--- config.mk ---
export PLATFORM = sky130hd
export DESIGN_NAME = busStatusTri
export DESIGN_NICKNAME = d
export VERILOG_FILES = /design/src/rtl/busStatusPkg.sv /design/src/rtl/busPhaseCtrl.sv /design/src/rtl/busDrvPath.sv /design/src/rtl/busStatusTri.sv
export SDC_FILE = /design/constraint.sdc
export NUM_CORES = 1
export LEC_CHECK = 0
export BUFFER_PORTS_ARGS = -buffer_cell sky130_fd_sc_hd__buf_2
export CORE_AREA = 2 2 39 41
export CTS_CLUSTER_DIAMETER = 80
export DETAILED_ROUTE_END_ITERATION = 7
export DIE_AREA = 0 0 41 43
export GPL_TIMING_DRIVEN = 0
export PLACE_DENSITY = 0.67
export SLEW_MARGIN = 20
export SYNTH_ARGS = -nofsm -noshare
export SYNTH_HDL_FRONTEND = slang
export SYNTH_SLANG_ARGS = --single-unit
--- constraint.sdc ---
create_clock -name clk -period 1.3 [get_ports clk]
set_input_delay 0.26 -clock clk [delete_from_list [all_inputs] [get_ports clk]]
set_output_delay 0.26 -clock clk [all_outputs]
set_load 0.05 [all_outputs]
--- src/rtl/busStatusPkg.sv ---
package busStatusPkg;

  // Status pair {busAvail, busState}
  typedef enum logic [1:0] {
    ST_RUN    = 2'b00,
    ST_VECTOR = 2'b01,
    ST_SYNC   = 2'b10,
    ST_HALT   = 2'b11
  } busCode_e;

  // Core condition input codes
  localparam logic [1:0] CORE_RUN    = 2'b00;
  localparam logic [1:0] CORE_VECTOR = 2'b01;
  localparam logic [1:0] CORE_SYNC   = 2'b10;

  // Strobes from control to datapath
  typedef struct packed {
    logic     qLead;     // Q leading edge seen this sample
    logic     eLead;     // E rising edge seen this sample
    logic     eTrail;    // E falling edge: bus cycle ends
    logic     haltNext;  // halted state to take at qLead
    logic     holdCode;  // keep previous status code at qLead
    busCode_e nextCode;  // candidate status code at qLead
  } phaseStb_t;

endpackage

--- src/rtl/busPhaseCtrl.sv ---
module busPhaseCtrl
  import busStatusPkg::*;
(
  input  logic      clk,
  input  logic      rstN,
  input  logic      eClk,
  input  logic      qClk,
  input  logic      tscReq,
  input  logic      haltReq,
  input  logic      instrEnd,
  input  logic [1:0] coreState,
  input  logic      idleCycle,
  input  logic      haltNow,
  input  logic      baNow,
  output phaseStb_t stb
);

  logic ePrev;
  logic qPrev;
  logic haltCand;
  busCode_e codeCand;

  // Sync reset copies the live phase levels so that no edge is seen
  // on the first sample after reset.
  always_ff @(posedge clk) begin
    if (!rstN) begin
      ePrev <= eClk;
      qPrev <= qClk;
    end else begin
      ePrev <= eClk;
      qPrev <= qClk;
    end
  end

  // Halt is entered at an instruction boundary and held while requested.
  always_comb begin
    haltCand = haltReq && (haltNow || instrEnd);
  end

  // Priority: halt > sync > vector > run; an idle cycle reports no vector.
  always_comb begin
    if (haltCand) begin
      codeCand = ST_HALT;
    end else if (coreState == CORE_SYNC) begin
      codeCand = ST_SYNC;
    end else if (coreState == CORE_VECTOR && !idleCycle) begin
      codeCand = ST_VECTOR;
    end else begin
      codeCand = ST_RUN;
    end
  end

  always_comb begin
    stb.qLead    = qClk && !qPrev;
    stb.eLead    = eClk && !ePrev;
    stb.eTrail   = !eClk && ePrev;
    stb.haltNext = haltCand;
    stb.nextCode = codeCand;
    // bus-available may not rise while another master holds the pads
    stb.holdCode = tscReq && !baNow && codeCand[1];
  end

endmodule

--- src/rtl/busDrvPath.sv ---
module busDrvPath
  import busStatusPkg::*;
#(
  parameter int DEAD_CYCLES = 1
) (
  input  logic      clk,
  input  logic      rstN,
  input  phaseStb_t stb,
  input  logic      tscReq,
  input  logic      haltReq,
  input  logic      writeCycle,
  input  logic      idleCycle,
  output logic      haltNow,
  output logic      baNow,
  output busCode_e  code,
  output logic      addrDrvEn,
  output logic      dataDrvEn,
  output logic      idleNow
);

  localparam int DEAD_W = (DEAD_CYCLES < 1) ? 1 : $clog2(DEAD_CYCLES + 1);
  localparam logic [DEAD_W-1:0] DEAD_LOAD = DEAD_W'(DEAD_CYCLES);

  logic              haltReg;
  busCode_e          codeReg;
  logic              tscHeld;
  logic              dataOpen;
  logic              idleReg;
  logic [DEAD_W-1:0] deadCnt;
  logic              deadBusy;

  always_ff @(posedge clk) begin
    if (!rstN) begin
      haltReg  <= haltReq;
      codeReg  <= haltReq ? ST_HALT : ST_RUN;
      tscHeld  <= 1'b0;
      dataOpen <= 1'b0;
      idleReg  <= 1'b0;
      deadCnt  <= '0;
    end else begin
      if (stb.eTrail) begin
        tscHeld  <= 1'b0;
        dataOpen <= 1'b0;
        if (deadCnt != '0) deadCnt <= deadCnt - 1'b1;
      end
      if (stb.eLead && tscReq) begin
        tscHeld <= 1'b1;
      end
      if (stb.qLead) begin
        haltReg  <= stb.haltNext;
        idleReg  <= idleCycle;
        dataOpen <= writeCycle && !idleCycle && !tscReq;
        if (!stb.holdCode) begin
          codeReg <= stb.nextCode;
          if (codeReg[1] && !stb.nextCode[1]) deadCnt <= DEAD_LOAD;
        end
      end
    end
  end

  always_comb begin
    deadBusy  = (deadCnt != '0);
    haltNow   = haltReg;
    baNow     = codeReg[1];
    code      = codeReg;
    idleNow   = idleReg;
    addrDrvEn = !codeReg[1] && !deadBusy && !tscReq && !tscHeld;
    dataDrvEn = dataOpen && !codeReg[1] && !deadBusy && !tscHeld;
  end

endmodule

--- src/rtl/busStatusTri.sv ---
module busStatusTri
  import busStatusPkg::*;
#(
  parameter int DEAD_CYCLES = 1
) (
  input  logic       clk,
  input  logic       rstN,
  input  logic       eClk,
  input  logic       qClk,
  input  logic       tscReq,
  input  logic       haltReq,
  input  logic       instrEnd,
  input  logic [1:0] coreState,
  input  logic       writeCycle,
  input  logic       idleCycle,
  output logic       busAvail,
  output logic       busState,
  output logic       addrDrvEn,
  output logic       dataDrvEn,
  output logic       addrForceOnes,
  output logic       rwForceRead
);

  phaseStb_t stb;
  logic      haltNow;
  logic      baNow;
  busCode_e  code;
  logic      idleNow;

  busPhaseCtrl uCtrl (
    .clk       (clk),
    .rstN      (rstN),
    .eClk      (eClk),
    .qClk      (qClk),
    .tscReq    (tscReq),
    .haltReq   (haltReq),
    .instrEnd  (instrEnd),
    .coreState (coreState),
    .idleCycle (idleCycle),
    .haltNow   (haltNow),
    .baNow     (baNow),
    .stb       (stb)
  );

  busDrvPath #(.DEAD_CYCLES(DEAD_CYCLES)) uPath (
    .clk        (clk),
    .rstN       (rstN),
    .stb        (stb),
    .tscReq     (tscReq),
    .haltReq    (haltReq),
    .writeCycle (writeCycle),
    .idleCycle  (idleCycle),
    .haltNow    (haltNow),
    .baNow      (baNow),
    .code       (code),
    .addrDrvEn  (addrDrvEn),
    .dataDrvEn  (dataDrvEn),
    .idleNow    (idleNow)
  );

  always_comb begin
    busAvail      = code[1];
    busState      = code[0];
    addrForceOnes = idleNow;
    rwForceRead   = idleNow;
  end

endmodule

# Yosys cells after proc, flatten, opt, wreduce, memory -nomap -nowiden
# Cells that the tools add are included.
[totals]
reg_bits = 9
latch_bits = 0
mem_bits_rw = 0
rom_bits = 0
input_bits = 11
output_inout_bits = 6
wordCells = 60
memories = 0
[op_classes]
add_sub_neg = 1
mul = 0
div = 0
order_cmp = 0
eq_ne = 4
shift = 0
muxes = 17
bitwise = 0
n_reduce_logical = 30
[op_table]
columns = ["op", "count"]
rows = [
  ["$logic_and 1x1->1", 17],
  ["$mux 2", 6],
  ["$mux 1", 11],
  ["$logic_not 1->1", 9],
  ["$reduce_bool 2->1", 2],
  ["$eq 2x1->1 const B", 1],
  ["$eq 2x2->1 const B", 1],
  ["$ne 2x1->1 const B", 1],
  ["$ne 2x2->1 const B", 1],
  ["$reduce_and 2->1", 1],
  ["$logic_or 1x1->1", 1],
  ["$sub 1x1->1 const B", 1],
]

# Logic depth before layout (Yosys ltp)
# Gate-level depths: netlist (run 1).
[logic_depth]
word_depth = 10
ltp_mapped = 4

# Modules after synthesis
# Synthesis (run 1) repeated with hierarchy kept, for this count alone.
[hier_totals]
cells_unflattened = 47
area_unflattened_um2 = 464.2
[modules_own_cells]
columns = ["mod", "n_inst", "cells_each", "area_each_um2"]
rows = [
  ["busDrvPath", 1, 32, 326.6],
  ["busPhaseCtrl", 1, 14, 130.1],
  ["busStatusTri", 1, 1, 7.5],
]

# Least setup slack after synthesis (run 1)
# No wires, ideal clock.
[synth_timing]
kind = "reg-to-output"
startpoint = "register uPath.codeReg[1], in the netlist uPath.code[1]"
endpoint = "output dataDrvEn"
arrival_ns = 2.360
t_required_ns = 1.040
slack_ns = -1.320
path_stages_with_launch = 2
path_cell_list = "edfxtp_1 nor4b_1"
[synth_via]
elab_chain_cells = 4
[synth_rtl]
columns = ["item", "line_no", "source"]
rows = [
  ["start: declaration", "busDrvPath.sv:25", "busCode_e codeReg;"],
  ["start signal: assignment", "busDrvPath.sv:35", "codeReg <= haltReq ? ST_HALT : ST_RUN;"],
  ["start signal: assignment", "busDrvPath.sv:54", "codeReg <= stb.nextCode;"],
  ["$logic_not 1->1", "busDrvPath.sv:68", "dataDrvEn = dataOpen && !codeReg[1] && !deadBusy && !tscHeld;"],
  ["$logic_and 1x1->1 (3 in a row)", "busDrvPath.sv:68", ""],
  ["end: declaration", "busStatusTri.sv:19", "output logic dataDrvEn,"],
]
# No other way between the ends.

# Final worst setup path (run 1)
# Ends and elaborated chain as after synthesis.

==> results of run 1 <==
==> critical path, cell delays in order, from the launching register on <==
cell and delay (ns):
edfxtp_1 0.50, nor4b_4 0.26, buf_6 0.19
==> Yosys cell counts (all sizes together) <==
| cell | instances | area [um2] |
|---|---|---|
| buf | 2 | 12.5 |
| a21boi | 1 | 7.51 |
| nor4 | 1 | 6.26 |
| and2 | 1 | 6.26 |
| a21oi | 2 | 13.8 |
| a32o | 1 | 10.0 |
| o2bb2ai | 1 | 8.76 |
| o21a | 2 | 15.0 |
| nor4b | 2 | 23.8 |
| mux2i | 1 | 10.0 |
| edfxtp | 3 | 90.1 |
| dfxtp | 6 | 120 |
| and3 | 1 | 7.51 |
| inv | 1 | 3.75 |
| nor2 | 4 | 15.0 |
| nand2b | 2 | 27.5 |
| nand2 | 4 | 15.0 |
| nor2b | 1 | 6.26 |
| a31o | 1 | 8.76 |
| o31a | 1 | 8.76 |
==> report_power, final <==
group | internal [uW] | total (uW) | switching, uW
Combinational | 50.9 | 131 | 79.7
Clock | 118 | 212 | 94.4
Sequential | 309 | 325 | 15.7
==> how the worst min path moves through the flow <==
stage / startpoint / end / slack [ns] / depth (start not counted)
detailed placement: eClk / uCtrl.ePrev / 0.39 / 1
CTS: eClk / uCtrl.ePrev / 0.13 / 1
finish: eClk / uCtrl.ePrev / 0.13 / 1
global route: eClk / uCtrl.ePrev / 0.12 / 1
global placement: eClk / uCtrl.ePrev / 0.39 / 1
floorplan: eClk / uCtrl.ePrev / 0.29 / 0
==> per-layer routing <==
| metal | vias up | track usage |
|---|---|---|
| li1 | 178 | - |
| met1 | 142 | 0.141 |
| met2 | 14 | 0.138 |
| met3 | 2 | 0.0314 |
| met4 | 0 | 0.0600 |
| met5 | - | 0 |
==> cell families (layout without fill, tap and decap cells) <==
kind of cell	Yosys count	in the layout	synth area share
flip-flops	9	9	0.505
AND/OR/NAND/NOR	16	16	0.258
AO/OA/AOI/OAI	9	9	0.174
buffers and inverters	3	23	0.0390
multiplexers	1	1	0.0240
==> through the flow <==
stage / instances / TNS, ns / hold slack [ns] / power (uW) / instance area (um2)
after global routing: 74 / -0.468 / 0.121 / 699 / 586
after detailed placement: 70 / 0 / 0.394 / 460 / 547
after floorplan: 38 / -0.658 / 0.288 / 419 / 447
after global placement: 70 / 0 / 0.391 / 458 / 547
final: 74 / -0.316 / 0.133 / 668 / 586
after CTS: 74 / -0.417 / 0.127 / 678 / 586
==> sequential cells by signal, summed over array words and instances, names as in the netlist <==
register        flops
uCtrl.ePrev         1
uPath.tscHeld       1
uPath.code          2
uPath.deadBusy      1
uPath.idleNow       1
uCtrl.qPrev         1
uPath.dataOpen      1
uPath.haltNow       1
==> what timing repair did <==
item	4_1_cts	5_1_grt
endpoints found under the setup margin	3	3
buffers inserted	0	0
gates resized for setup	4	0
pin swaps	0	1
==> final cells by class <==
class,count,share of cell area
plain buffers,2,0.0214
clock buffers,4,0.0449
inverters,1,0.00641
multi-input cells,26,0.376
flip-flops and latches,9,0.359
well taps,16,0.0342
repair buffers,16,0.158
==> impl_results.md, run 1 <==
- Clock slew at reported path FFs: around 0.060 ns
- DRT iter0 DRCs: 3
- Worst slack, placed: 0.0205 ns
- Leak: around 0.00026 uW
- R2r endpoint: uPath.code[0]
- Post-Syn Instances: 38
- Register cell area after layout: about 210 um2
- Initial antenna violation count: 0
- Routed len/inst: 10.8 um
- Multi-input combinational cell area: 220 um2
- Worst setup path start: uPath.code[1]
- R2r setup slk: 0.10 ns
- Commonest cells after routing, fill and taps aside: buf_2, dfxtp_1, nor2_1, nand2_1
- Core area: 1380 um2
- First-pass GRT wire length: 1240 um
- Syn_area_per_cell: 11.0 um2
- Minimum clock period: 1.48 ns
- CTS tree: yes
- Clock sink total: 9
- Failing checks: setup timing
- Vias in the first global route: 317
- Final WS setup: -0.176 ns
- Nets@finish: 70
- I/O pins: 17
- CTS Hold Bufs: 0
- Ant. Diodes: 0
- Net Count, Synth: 49
- Num CTS Buffers: 3
- Critical path fanouts, max: 5
- Max IR drop VDD: around 0.48 mV
- Outcome: complete, but fails checks
- Synth Cell Area: 417 um2
- Share of cells above drive strength 1: 0.500
- Die ar.: around 1800 um2
- Power Dens Cells: 1140 nW/um2
- Reg2reg start: uPath.haltNow
- Worst hold path class: in -> reg
- Max layer used: met4
- Cell Rows: 14
- Via count: about 340
- Drt first pass iters: 3
- Initial core utilization: 0.301
- Required time of the critical path: 1.04 ns
- Number of vias per cell: 4.54
- Type of origin of the critical path: flop
- Crit Path Class: reg -> out
- Root buffer cell: clkbuf_4
- Tcrit/Tclk final: 1.14
- Routability cong.: between 0.6 and 0.7
- Setup crit end kind: primary output
- Routed Antenna Nets: 0
- CTS max path bufs: 2
- Rel. slew slack: 0.818
- Fin Clk Skew: 0.000568 ns
- Layout area overhead: 40.5%
- Fmax: roughly 680 MHz
- Fill cells: 134
- Distinct cells, synth: 23
- Met3 wire length: 65 um
- Synthesis-stage register bit count: 9
- Crit path arrival time: 1.22 ns
- IO Port Bufs: 16
- Final setup viols: 3
- Total Routing Usage GR: 0.103
- Final HPWL DP: 626 um
- Die height: between 40 and 50 um
- Commonest non-fill, non-tap cell in the layout: buf_2
- Final core occ: 0.423
- M1 WL: 402 um
- Worst Setup EP: dataDrvEn
- Worst slew pin tran: approximately 0.27 ns
- Pins Over Slew Limit: 0
- R2R depth: 3
- Gr ovfl total: 0
- Synth warn: 0
- Sequential-to-total area share from yosys stat: 0.505
- Count of final hold-check violations: 0
- CTS H-Tree Depth: 1
- WL met2: 326 um
- Final WL: 802 um
- Die width: 41 um
- Pin count of the biggest net entering global routing: 11
- Drt drc: 0
- Maxcap violations: 0
- Clock latency on the worst-skew pair: 0.25 ns
- RSZ-0062 raised after global routing: yes
Power figures use the tool's default switching activity.
==> run 2, diff against run 1 <==
--- a/config.mk
+++ b/config.mk
@@ -6,12 +6,14 @@
 export NUM_CORES = 1
 export LEC_CHECK = 0
 export BUFFER_PORTS_ARGS = -buffer_cell sky130_fd_sc_hd__buf_2
-export CORE_AREA = 2 2 39 41
+export CELL_PAD_IN_SITES_DETAIL_PLACEMENT = 0
+export CELL_PAD_IN_SITES_GLOBAL_PLACEMENT = 2
+export CORE_MARGIN = 1.5
+export CORE_UTILIZATION = 26
 export CTS_CLUSTER_DIAMETER = 80
 export DETAILED_ROUTE_END_ITERATION = 7
-export DIE_AREA = 0 0 41 43
 export GPL_TIMING_DRIVEN = 0
-export PLACE_DENSITY = 0.67
+export PLACE_DENSITY = 0.84
 export SLEW_MARGIN = 20
 export SYNTH_ARGS = -nofsm -noshare
 export SYNTH_HDL_FRONTEND = slang
==> run 2 against run 1 <==
  * The run still ends with setup timing left
  * Final area rose by 1.5%
  * Non-clock buffer count rose by 1
  * Hold slack got worse by 0.00066 ns
  * Register-to-register slack got worse by 0.04 ns
  * Critical path type unchanged
  * Critical endpoint unchanged
  * Largest cell class unchanged
==> impl_results.md, run 2 (synthesis gave the netlist of run 1 again) <==
- Outcome: complete, but fails checks
- Failing checks: setup timing
- RSZ-0062 raised after global routing: yes
- Root buffer cell: clkbuf_4
- Met3 Use GR: 0.0809
- Fill cells: ~160
- First-pass GRT wire length: 1410 um
- Cell area after layout: 594 um2
- Pins Over Slew Limit: 0
- Crit path arrival time: 1.19 ns
- I/O pins: 17
- Crit Path Class: reg -> out
- Multi-input combinational cell area: 220 um2
- Routed Antenna Nets: 0
- Critical path, cell by cell: nor4b_4, buf_6
- Die height: 43.0 um
- Cell depth of the worst setup path: 2
- GR Layer Usage met2: 0.170
- Via count: 354
- Final core occ: 0.395
- Power Dens Cells: 1130 nW/um2
- Drt drc: 0
- Hold path cells: 1
- Clock latency on the worst-skew pair: around 0.26 ns
- Final HPWL DP: 675 um
- Routability cong.: 0.722
- Required time of the critical path: around 1.0 ns
- Fmax: 688 MHz
- Cell Rows: 14
- R2R depth: 2
- Core area: 1510 um2
- IO Port Bufs: 16
- Maxcap violations: 0
- Number of vias per cell: 4.72
- Type of origin of the critical path: flop
- R2r endpoint: uPath.code[1]
- Leak: 0.000262 uW
- Setup crit end kind: primary output
- Initial antenna violation count: 0
- Worst Hold Launch: eClk
- Drt first pass iters: 4
- Worst slack, placed: 0.0123 ns
- Die ar.: roughly 1900 um2
- Met1 Resource Use GR: 0.119
- Max FFs per register: 2
- Num CTS Buffers: 3
- Layout area overhead: 42.6%
- Buf/Inv on CP: 1
- Family with the most delay on the worst path: flip-flops
- R2r setup slk: 0.06 ns
- Minimum clock period: ~1.5 ns
- Gr ovfl total: 0
- Max IR drop VDD: about 0.63 mV
- Cell at the slowest stage of the critical path: edfxtp_1
- CTS H-Tree Depth: 1
- Final WS setup: -0.154 ns
- Total negative slack: -0.242 ns
- Endpoint, Worst Hold: uCtrl.ePrev
- Register cell area after layout: 211 um2
- Clock sink total: 9
- Dpl cell area: 547 um2
- Fin Clk Skew: ~0.0046 ns
- Commonest non-fill, non-tap cell in the layout: buf_2
- Final WL: 837 um
- Pin count of the biggest net entering global routing: 11
- Final setup viols: 3
- Routed len/inst: 11.2 um
- Initial core utilization: 0.277
- Clock slew at reported path FFs: 0.06 ns
- Nets@finish: 71
- CTS tree: yes
- Design Power: 672 uW
- GRT Max-Usage Layer: met2
- Rel. slew slack: 0.841
- Count of final hold-check violations: 0
- Ant. Diodes: 0
- Worst hold path class: in -> reg
- Reg2reg start: uPath.code[1]
- DRT iter0 DRCs: 3
- Critical path fanouts, max: 4
- Total Routing Usage GR: 0.108
- CTS max path bufs: 2
- Largest stage delay, worst path: just under 0.5 ns
- Vias in the first global route: 343
- Share of cells above drive strength 1: 0.525
- Worst slew pin tran: 0.236 ns
- Commonest cells after routing, fill and taps aside: buf_2, dfxtp_1, nor2_1, nand2_1
- Tcrit/Tclk final: 1.12
- Die width: 43.0 um
## run 2: where the power goes
group	internal, uW	switching [uW]	leakage, uW
clock network	118	93.5	0.0000150
registers	310	15.6	0.0000798
logic	54.1	80.9	0.000167
total	482	190	0.000262
## run 2: metal layers
layer	part of all wire	wire length, um	vias up
li1	-	-	180
met1	0.40	336	163
met2	0.51	426	11
met3	0.088	74	0
met4	0	0	0
met5	0	0	-
## run 2: final cells by class
class | instances | area share
Tap cell | 16 | 0.0337
Multi-Input combinational cell | 26 | 0.371
Inverter | 1 | 0.00632
Timing Repair Buffer | 17 | 0.168
Sequential cell | 9 | 0.356
Buffer | 2 | 0.0211
Clock buffer | 4 | 0.0442
## run 2: worst max-delay path by stage
stage / to / slack (ns) / from
global placement: dataDrvEn / 0.03 / uPath.code[1]
detailed placement: dataDrvEn / 0.01 / uPath.code[1]
floorplan: dataDrvEn / -0.32 / uPath.code[1]
finish: dataDrvEn / -0.15 / uPath.code[1]
global route: dataDrvEn / -0.21 / uPath.code[1]
CTS: dataDrvEn / -0.17 / uPath.code[1]
## run 2: per-stage QoR
step           hold slack, ns  std cells
3_5_place_dp            0.397         70
3_3_place_gp            0.396         70
4_1_cts                 0.125         75
6_report                0.133         75
5_1_grt                 0.113         75
2_1_floorplan           0.288         38
## run 2: what timing repair did
action,4_1_cts,5_1_grt
setup buffers,1,0
setup endpoints to repair,3,5
hold endpoints to repair,0,0
hold buffers,0,0
pin swaps,0,2
resized for setup,4,1
## run 2: worst register-to-register path, stage by stage, from the launching register on
cell and delay, ns:
edfxtp_1 0.49, buf_4 0.19, o31a_1 0.32
